### src/rtl/pfq_pkg.sv
package pfq_pkg;

  typedef enum logic [2:0] {
    ST_IDLE,
    ST_CANCEL,
    ST_SQUASH,
    ST_CAND,
    ST_ISSUE
  } pfq_state_e;

  typedef enum logic [1:0] {
    OP_NONE,
    OP_REMOVE,
    OP_POP_TAIL,
    OP_PUSH
  } pfq_op_e;

endpackage

### src/rtl/pfq_store.sv
module pfq_store
  import pfq_pkg::*;
#(
  parameter int DEPTH  = 4,
  parameter int BLK_W  = 12,
  parameter int TIME_W = 16,
  localparam int IDX_W = (DEPTH > 1) ? $clog2(DEPTH) : 1,
  localparam int CNT_W = $clog2(DEPTH + 1)
) (
  input  logic                          clk,
  input  logic                          rst_n,
  input  pfq_op_e                       op,
  input  logic [IDX_W-1:0]              op_idx,
  input  logic [BLK_W-1:0]              in_blk,
  input  logic [TIME_W-1:0]             in_time,
  output logic [DEPTH-1:0][BLK_W-1:0]   e_blk,
  output logic [DEPTH-1:0][TIME_W-1:0]  e_time,
  output logic [CNT_W-1:0]              count
);

  logic [DEPTH-1:0][BLK_W-1:0]  n_blk;
  logic [DEPTH-1:0][TIME_W-1:0] n_time;
  logic [CNT_W-1:0]             n_cnt;

  // slot 0 is the head; live entries occupy slots below count
  always_comb begin
    n_blk  = e_blk;
    n_time = e_time;
    n_cnt  = count;
    case (op)
      OP_REMOVE: begin
        for (int i = 0; i < DEPTH - 1; i++) begin
          if (i >= int'(op_idx)) begin
            n_blk[i]  = e_blk[i+1];
            n_time[i] = e_time[i+1];
          end
        end
        n_cnt = count - 1'b1;
      end
      OP_POP_TAIL: n_cnt = count - 1'b1;
      OP_PUSH: begin
        if (count == CNT_W'(DEPTH)) begin
          for (int i = 0; i < DEPTH - 1; i++) begin
            n_blk[i]  = e_blk[i+1];
            n_time[i] = e_time[i+1];
          end
          n_blk[DEPTH-1]  = in_blk;
          n_time[DEPTH-1] = in_time;
        end else begin
          for (int i = 0; i < DEPTH; i++) begin
            if (CNT_W'(i) == count) begin
              n_blk[i]  = in_blk;
              n_time[i] = in_time;
            end
          end
          n_cnt = count + 1'b1;
        end
      end
      default: ;
    endcase
  end

  always_ff @(posedge clk) begin
    if (!rst_n) begin
      e_blk  <= '0;
      e_time <= '0;
      count  <= '0;
    end else begin
      e_blk  <= n_blk;
      e_time <= n_time;
      count  <= n_cnt;
    end
  end

endmodule

### src/rtl/pfq_match.sv
module pfq_match #(
  parameter int DEPTH = 4,
  parameter int BLK_W = 12,
  localparam int IDX_W = (DEPTH > 1) ? $clog2(DEPTH) : 1,
  localparam int CNT_W = $clog2(DEPTH + 1)
) (
  input  logic [DEPTH-1:0][BLK_W-1:0] e_blk,
  input  logic [CNT_W-1:0]            count,
  input  logic [BLK_W-1:0]            key,
  output logic                        hit,
  output logic [IDX_W-1:0]            idx
);

  logic [DEPTH-1:0] eq;

  for (genvar g = 0; g < DEPTH; g++) begin : g_cmp
    assign eq[g] = (CNT_W'(g) < count) && (e_blk[g] == key);
  end

  always_comb begin
    hit = |eq;
    idx = '0;
    for (int i = DEPTH - 1; i >= 0; i--) begin
      if (eq[i]) idx = IDX_W'(i);
    end
  end

endmodule

### src/rtl/pfq_manager.sv
module pfq_manager
  import pfq_pkg::*;
#(
  parameter int ADDR_W    = 16,
  parameter int BLK_BYTES = 16,
  parameter int DEPTH     = 4,
  parameter int TIME_W    = 16,
  parameter int DELAY_W   = 8
) (
  input  logic               clk,
  input  logic               rst_n,
  input  logic               cfg_data_only,
  input  logic               cfg_serial_squash,
  input  logic               acc_valid,
  output logic               acc_ready,
  input  logic [ADDR_W-1:0]  acc_addr,
  input  logic [TIME_W-1:0]  acc_time,
  input  logic               acc_uncacheable,
  input  logic               acc_ifetch,
  input  logic               acc_has_cand,
  input  logic               cand_valid,
  output logic               cand_ready,
  input  logic [ADDR_W-1:0]  cand_addr,
  input  logic [DELAY_W-1:0] cand_delay,
  input  logic               cand_last,
  input  logic               issue_req,
  output logic               issue_done,
  output logic               issue_found,
  output logic [ADDR_W-1:0]  issue_addr,
  output logic               probe_valid,
  output logic [ADDR_W-1:0]  probe_addr,
  input  logic               probe_in_cache,
  input  logic               probe_in_mshr,
  output logic               bus_req,
  output logic [TIME_W-1:0]  head_time
);

  localparam int OFF_W = $clog2(BLK_BYTES);
  localparam int BLK_W = ADDR_W - OFF_W;
  localparam int IDX_W = (DEPTH > 1) ? $clog2(DEPTH) : 1;
  localparam int CNT_W = $clog2(DEPTH + 1);

  pfq_state_e                  state, st_n;
  pfq_op_e                     op;
  logic [IDX_W-1:0]            op_idx;
  logic [BLK_W-1:0]            in_blk;
  logic [TIME_W-1:0]           in_time;
  logic [DEPTH-1:0][BLK_W-1:0]  e_blk;
  logic [DEPTH-1:0][TIME_W-1:0] e_time;
  logic [CNT_W-1:0]            q_count;
  logic                        q_empty;
  logic [BLK_W-1:0]            key;
  logic                        m_hit;
  logic [IDX_W-1:0]            m_idx;
  logic [BLK_W-1:0]            acc_blk_q;
  logic [TIME_W-1:0]           acc_t_q;
  logic                        has_cand_q;
  logic [TIME_W-1:0]           tail_time;
  logic                        acc_ignore;
  logic [BLK_W-1:0]            cand_blk;
  pfq_state_e                  after_cut;

  assign cand_blk   = cand_addr[ADDR_W-1:OFF_W];
  assign acc_ignore = acc_uncacheable | (acc_ifetch & cfg_data_only);
  assign q_empty    = (q_count == '0);
  assign key        = (state == ST_CAND) ? cand_blk : acc_blk_q;
  assign after_cut  = has_cand_q ? ST_CAND : ST_IDLE;
  assign in_blk     = cand_blk;
  assign in_time    = acc_t_q + TIME_W'(cand_delay);

  assign issue_addr = {e_blk[0], {OFF_W{1'b0}}};
  assign probe_addr = issue_addr;
  assign bus_req    = !q_empty;
  assign head_time  = q_empty ? '0 : e_time[0];

  pfq_store #(.DEPTH(DEPTH), .BLK_W(BLK_W), .TIME_W(TIME_W)) u_store (
    .clk     (clk),
    .rst_n   (rst_n),
    .op      (op),
    .op_idx  (op_idx),
    .in_blk  (in_blk),
    .in_time (in_time),
    .e_blk   (e_blk),
    .e_time  (e_time),
    .count   (q_count)
  );

  pfq_match #(.DEPTH(DEPTH), .BLK_W(BLK_W)) u_match (
    .e_blk (e_blk),
    .count (q_count),
    .key   (key),
    .hit   (m_hit),
    .idx   (m_idx)
  );

  always_comb begin
    tail_time = '0;
    for (int i = 0; i < DEPTH; i++) begin
      if (CNT_W'(i + 1) == q_count) tail_time = e_time[i];
    end
  end

  always_comb begin
    st_n        = state;
    op          = OP_NONE;
    op_idx      = m_idx;
    acc_ready   = 1'b0;
    cand_ready  = 1'b0;
    probe_valid = 1'b0;
    issue_done  = 1'b0;
    issue_found = 1'b0;
    case (state)
      ST_IDLE: begin
        acc_ready = 1'b1;
        if (acc_valid) begin
          if (!acc_ignore) st_n = ST_CANCEL;
        end else if (issue_req) begin
          st_n = ST_ISSUE;
        end
      end
      ST_CANCEL: begin
        if (m_hit) op = OP_REMOVE;
        st_n = cfg_serial_squash ? ST_SQUASH : after_cut;
      end
      ST_SQUASH: begin
        if (!q_empty && (tail_time >= acc_t_q)) op = OP_POP_TAIL;
        else st_n = after_cut;
      end
      ST_CAND: begin
        cand_ready = 1'b1;
        if (cand_valid) begin
          if (!m_hit) op = OP_PUSH;
          if (cand_last) st_n = ST_IDLE;
        end
      end
      ST_ISSUE: begin
        if (q_empty) begin
          issue_done = 1'b1;
          st_n       = ST_IDLE;
        end else begin
          probe_valid = 1'b1;
          op          = OP_REMOVE;
          op_idx      = '0;
          if (!(probe_in_cache || probe_in_mshr)) begin
            issue_done  = 1'b1;
            issue_found = 1'b1;
            st_n        = ST_IDLE;
          end
        end
      end
      default: st_n = ST_IDLE;
    endcase
  end

  always_ff @(posedge clk) begin
    if (!rst_n) begin
      state      <= ST_IDLE;
      acc_blk_q  <= '0;
      acc_t_q    <= '0;
      has_cand_q <= 1'b0;
    end else begin
      state <= st_n;
      if (state == ST_IDLE && acc_valid) begin
        acc_blk_q  <= acc_addr[ADDR_W-1:OFF_W];
        acc_t_q    <= acc_time;
        has_cand_q <= acc_has_cand;
      end
    end
  end

endmodule

### config.mk
export PLATFORM = sky130hd
export DESIGN_NAME = pfq_manager
export DESIGN_NICKNAME = d
export VERILOG_FILES = /design/src/rtl/pfq_pkg.sv /design/src/rtl/pfq_store.sv /design/src/rtl/pfq_match.sv /design/src/rtl/pfq_manager.sv
export SDC_FILE = /design/constraint.sdc
export NUM_CORES = 1
export LEC_CHECK = 0
export ABC_AREA = 1
export BUFFER_PORTS_ARGS = -buffer_cell sky130_fd_sc_hd__buf_2
export CELL_PAD_IN_SITES_DETAIL_PLACEMENT = 1
export CELL_PAD_IN_SITES_GLOBAL_PLACEMENT = 1
export CORE_MARGIN = 1.5
export CORE_UTILIZATION = 37
export DETAILED_ROUTE_END_ITERATION = 6
export PLACE_DENSITY = 0.83
export RECOVER_POWER = 100
export SYNTH_ARGS = -nofsm -noshare
export SYNTH_HDL_FRONTEND = slang
export SYNTH_HIERARCHICAL = 1
export SYNTH_SLANG_ARGS = --single-unit
### constraint.sdc
create_clock -name clk -period 3 [get_ports clk]
set_input_delay 0.6 -clock clk [delete_from_list [all_inputs] [get_ports clk]]
set_output_delay 0.6 -clock clk [all_outputs]
set_load 0.1 [all_outputs]
==> results.py <==
metrics = {
    "timing": {
        "slew_headroom_pct": -5.89,
        "clock-skew-final_ns": 0.0232,
        "finalHoldViolCount": 0,
        "drv_slew": 58,
        "worstMarginPinSlew_ns": 1.59,
        "clock.fmax_mhz": 234,
        "fin_crit_ns": 4.27,
        "fin_crit_sh_pct": 142,
        "setup_slack_ns": -1.27,
        "rsz0062_at_grt": "yes",
        "setup_viol": 115,
    },
    "placement": {
        "io_buffers": 106,
        "placed_cells": 1944,
        "dp_hpwl_mm": 22.8,
        "place_congestion": 0.823,
    },
    "global_routing": {
        "grt_max_degree": 63,
        "grt_pass1_wl_mm": 65.1,
        "overflow": 0,
        "grt_pass1_vias": 11600,
        "antenna_found_initial": 1,
        "grt_util_all_layers_pct": 32.6,
    },
    "synth": {
        "ys_seq_elements": 147,
        "synthCells": 1516,
        "yosys_warnings": 6,
        "ys_types": 36,
        "syn_avg_cell_area_um2": 6.13,
        "ys_seq_area_share_pct": 31.7,
        "synthArstFlopShare_pct": 0,
        "ys.flop_type": "dfxtp_1",
        "syn-cell-area_um2": 9290,
        "synth_edf_count": 0,
    },
    "clock_tree": {
        "clkLatencyLatePin_ns": 0.46,
        "cts_buffer_depth": 2,
        "ctsRootBufferMaster": "clkbuf_16",
        "numCtsBuffers": 17,
        "cts_tree": "done",
        "htreeDepth": 4,
        "cts.sinks": 147,
        "cts.clk_slew.worst_paths_ns": 0.08,
    },
    "worst_hold_path": {
        "whs_endpoint": "acc_t_q[0]",
        "hold_path.class": "primary input to flip-flop",
        "min_path_cells": 3,
        "worstHoldStart": "acc_time[0]",
    },
    "critical_path": {
        "start_kind": "flip-flop",
        "path_buf_inv": 7,
        "cp_top_family": "compound AO/OA/AOI/OAI gates",
        "crit_arrival_ns": 4.64,
        "critical-path-max-stage-delay_ns": 0.56,
        "worstPathRequired_ns": 3.37,
        "crit_path_end_kind": "flip-flop",
        "crit_top_cell": "nand2_2",
        "critPathSlowestCell": "o21ai_1",
        "worstSetupPathType": "flip-flop to flip-flop",
        "cp_max_fo": 7,
        "r2r_slack_ns": -1.27,
        "r2r_end": "u_store/e_time[9]",
        "path_cells": "inv_2 -> nor2_4 -> nand2_2 -> clkinv_4 -> buf_12 -> buf_12 -> nand2_1 -> o2111ai_1 -> ha_1 -> a21oi_1 -> o21ai_0 -> a21oi_1 -> nand2_2 -> nand2_2 -> nand2_2 -> ha_4 -> nand2_2 -> inv_6 -> buf_4 -> o21ai_1 -> buf_4 -> nor2_1 -> nor2_1",
        "r2r_cells": 23,
        "r2r_start": "u_store/count[1]",
    },
    "die": {
        "initial_core_util_pct": 38.0,
        "num_rows": 57,
        "io_pins": 123,
        "dieArea_um2": 26100,
        "die_h_um": 161,
        "chipWidth_um": 161,
        "core-area_um2": 24500,
    },
    "routing": {
        "vias": 12500,
        "drc": 2,
        "via_per_inst": 6.15,
        "wl_met1_mm": 19.7,
        "first_pass_iters": 7,
        "wire_per_inst_um": 27.2,
        "drtIter0Drc": 1866,
        "met2_length_mm": 23.7,
        "wirelength_mm": 55.0,
        "dr_wl_met3_mm": 6.98,
        "drtAntennaViolNets": 0,
        "dr.max_layer_used": "met5",
    },
    "pwr": {
        "clock_power_share_pct": 16.5,
        "internal-power_mw": 6.35,
        "ir_drop_uv": 1020,
        "p_per_area_nw_per_um2": 1040,
        "p_sw_share_pct": 53.1,
        "power_switching_mw": 7.17,
        "leakage_nw": 6.32,
        "p_comb_share_pct": 62.9,
        "p_total_mw": 13.5,
        "p_seq_share_pct": 20.6,
    },
    "final_layout": {
        "antenna_cells": 0,
        "layout_common_cells": "342 x nand2_1, 232 x nor2_1, 181 x inv_1, 141 x dfxtp_1, 81 x buf_2",
        "finalNonFillerCells": 2027,
        "nNetsFinal": 1791,
        "final_common_cell": "nand2_1",
        "fillerInstances": 3160,
        "drive_above_1_share_pct": 28.7,
        "areaGrowthSynthToFinish_pct": 40.1,
    },
    "status": {
        "violations": "DRC, capacitance limit, slew limit, setup timing",
        "outcome": "finished, violations left",
    },
    "flow_run": {
        "maxCapViolCount": 1,
    },
}
[worst register-to-register path, delay by kind of cell, from the launching register on]
family	cells	cell delay, ns
AOI/OAI and AO/OA	5	1.25
adders and majority gates	2	0.59
buffers and inverters	7	0.99
DFF	1	0.38
and+or+nand+nor	9	0.97
[cell families (layout without fill, tap and decap cells)]
kind of cell             after synthesis  count (layout)  synth area share, %
adder cells (fa/ha/maj)               32              32                 4.39
AO/OA/AOI/OAI                        222             222                 12.9
XOR/XNOR                              32              32                 3.02
AND/OR/NAND/NOR                      790             790                 33.4
other                                  1               8               0.0404
flip-flops                           147             147                 31.7
buffers and inverters                292             472                 14.6
[area by class of cell]
cell class / instances / area [µm²] / area share [%]
Clock buffer: 19 / 433 / 3.33
Tap cell: 324 / 405 / 3.12
Clock inverter: 13 / 135 / 1.04
Sequential cell: 147 / 2950 / 22.7
Inverter: 205 / 792 / 6.09
Timing Repair Buffer: 235 / 2280 / 17.5
Multi-Input combinational cell: 1084 / 6010 / 46.2
[through the flow]
step / utilization, % / setup slack (ns) / area, µm² / hold slack, ns / setup TNS, ns
2_1_floorplan: - / -0.0298 / 9420 / 0.430 / -1.10
3_3_place_gp: 43.0 / -0.358 / 10500 / 0.442 / -28.08
3_5_place_dp: 43.0 / -0.523 / 10500 / 0.461 / -47.93
4_1_cts: 49.2 / -0.301 / 12000 / 0.380 / -28.14
5_1_grt: 53.2 / -1.16 / 13000 / 0.408 / -94.69
6_report: 53.2 / -1.27 / 13000 / 0.378 / -95.64
[power groups by stage]
stage | Combinational (mW) | Clock [mW] | Sequential [mW]
after floorplan | 3.98 | 0 | 3.02
after global placement | 5.52 | 0 | 2.70
after detailed placement | 5.74 | 0 | 2.73
after CTS | 6.67 | 2.17 | 2.71
after global routing | 8.77 | 2.29 | 2.82
final | 8.51 | 2.23 | 2.78
[what timing repair did]
action | in CTS | in global routing
endpoints found under the setup margin | 115 | 115
hold buffers | 0 | 0
buffers inserted | 11 | 17
pin swaps | 36 | 79
resized for setup | 142 | 180
gates cloned | 14 | 10
[worst max-delay path by stage]
stage                          start                 end  slack [ns]  cells past startpoint
finish              u_store/count[1]   u_store/e_time[9]       -1.27                     23
global route                state[2]   u_store/e_time[9]       -1.16                     26
CTS                         state[2]   u_store/e_time[8]       -0.30                     23
detailed placement          state[2]    u_store/e_blk[9]       -0.52                     21
global placement            state[2]    u_store/e_blk[9]       -0.36                     22
floorplan                   state[2]  u_store/e_time[39]       -0.03                     28
[flip-flops by register name (all words and copies together) (netlist names)]
name,count
has_cand_q,1
u_store/e_blk,48
u_store/count,3
state,3
u_store/e_time,64
acc_t_q,16
acc_blk_q,12
[cell usage after synthesis, drive strengths merged (15+ instances only)]
cell type,n,share of area [%]
nand3,40,2.2
ha,31,4.2
xnor2,17,1.6
clkbuf,15,0.61
a21oi,51,2.7
xor2,15,1.4
o21ai,149,8.2
inv,204,8.2
nor2,295,12
dfxtp,147,32
nand2,438,18
buf,72,5.7
[metal layers]
metal,GRT usage (%),vias to the layer above
li1,-,4986
met1,39.2,5864
met2,52.6,1190
met3,7.55,430
met4,20.0,2
met5,0,-
Power figures use the tool's default switching activity.
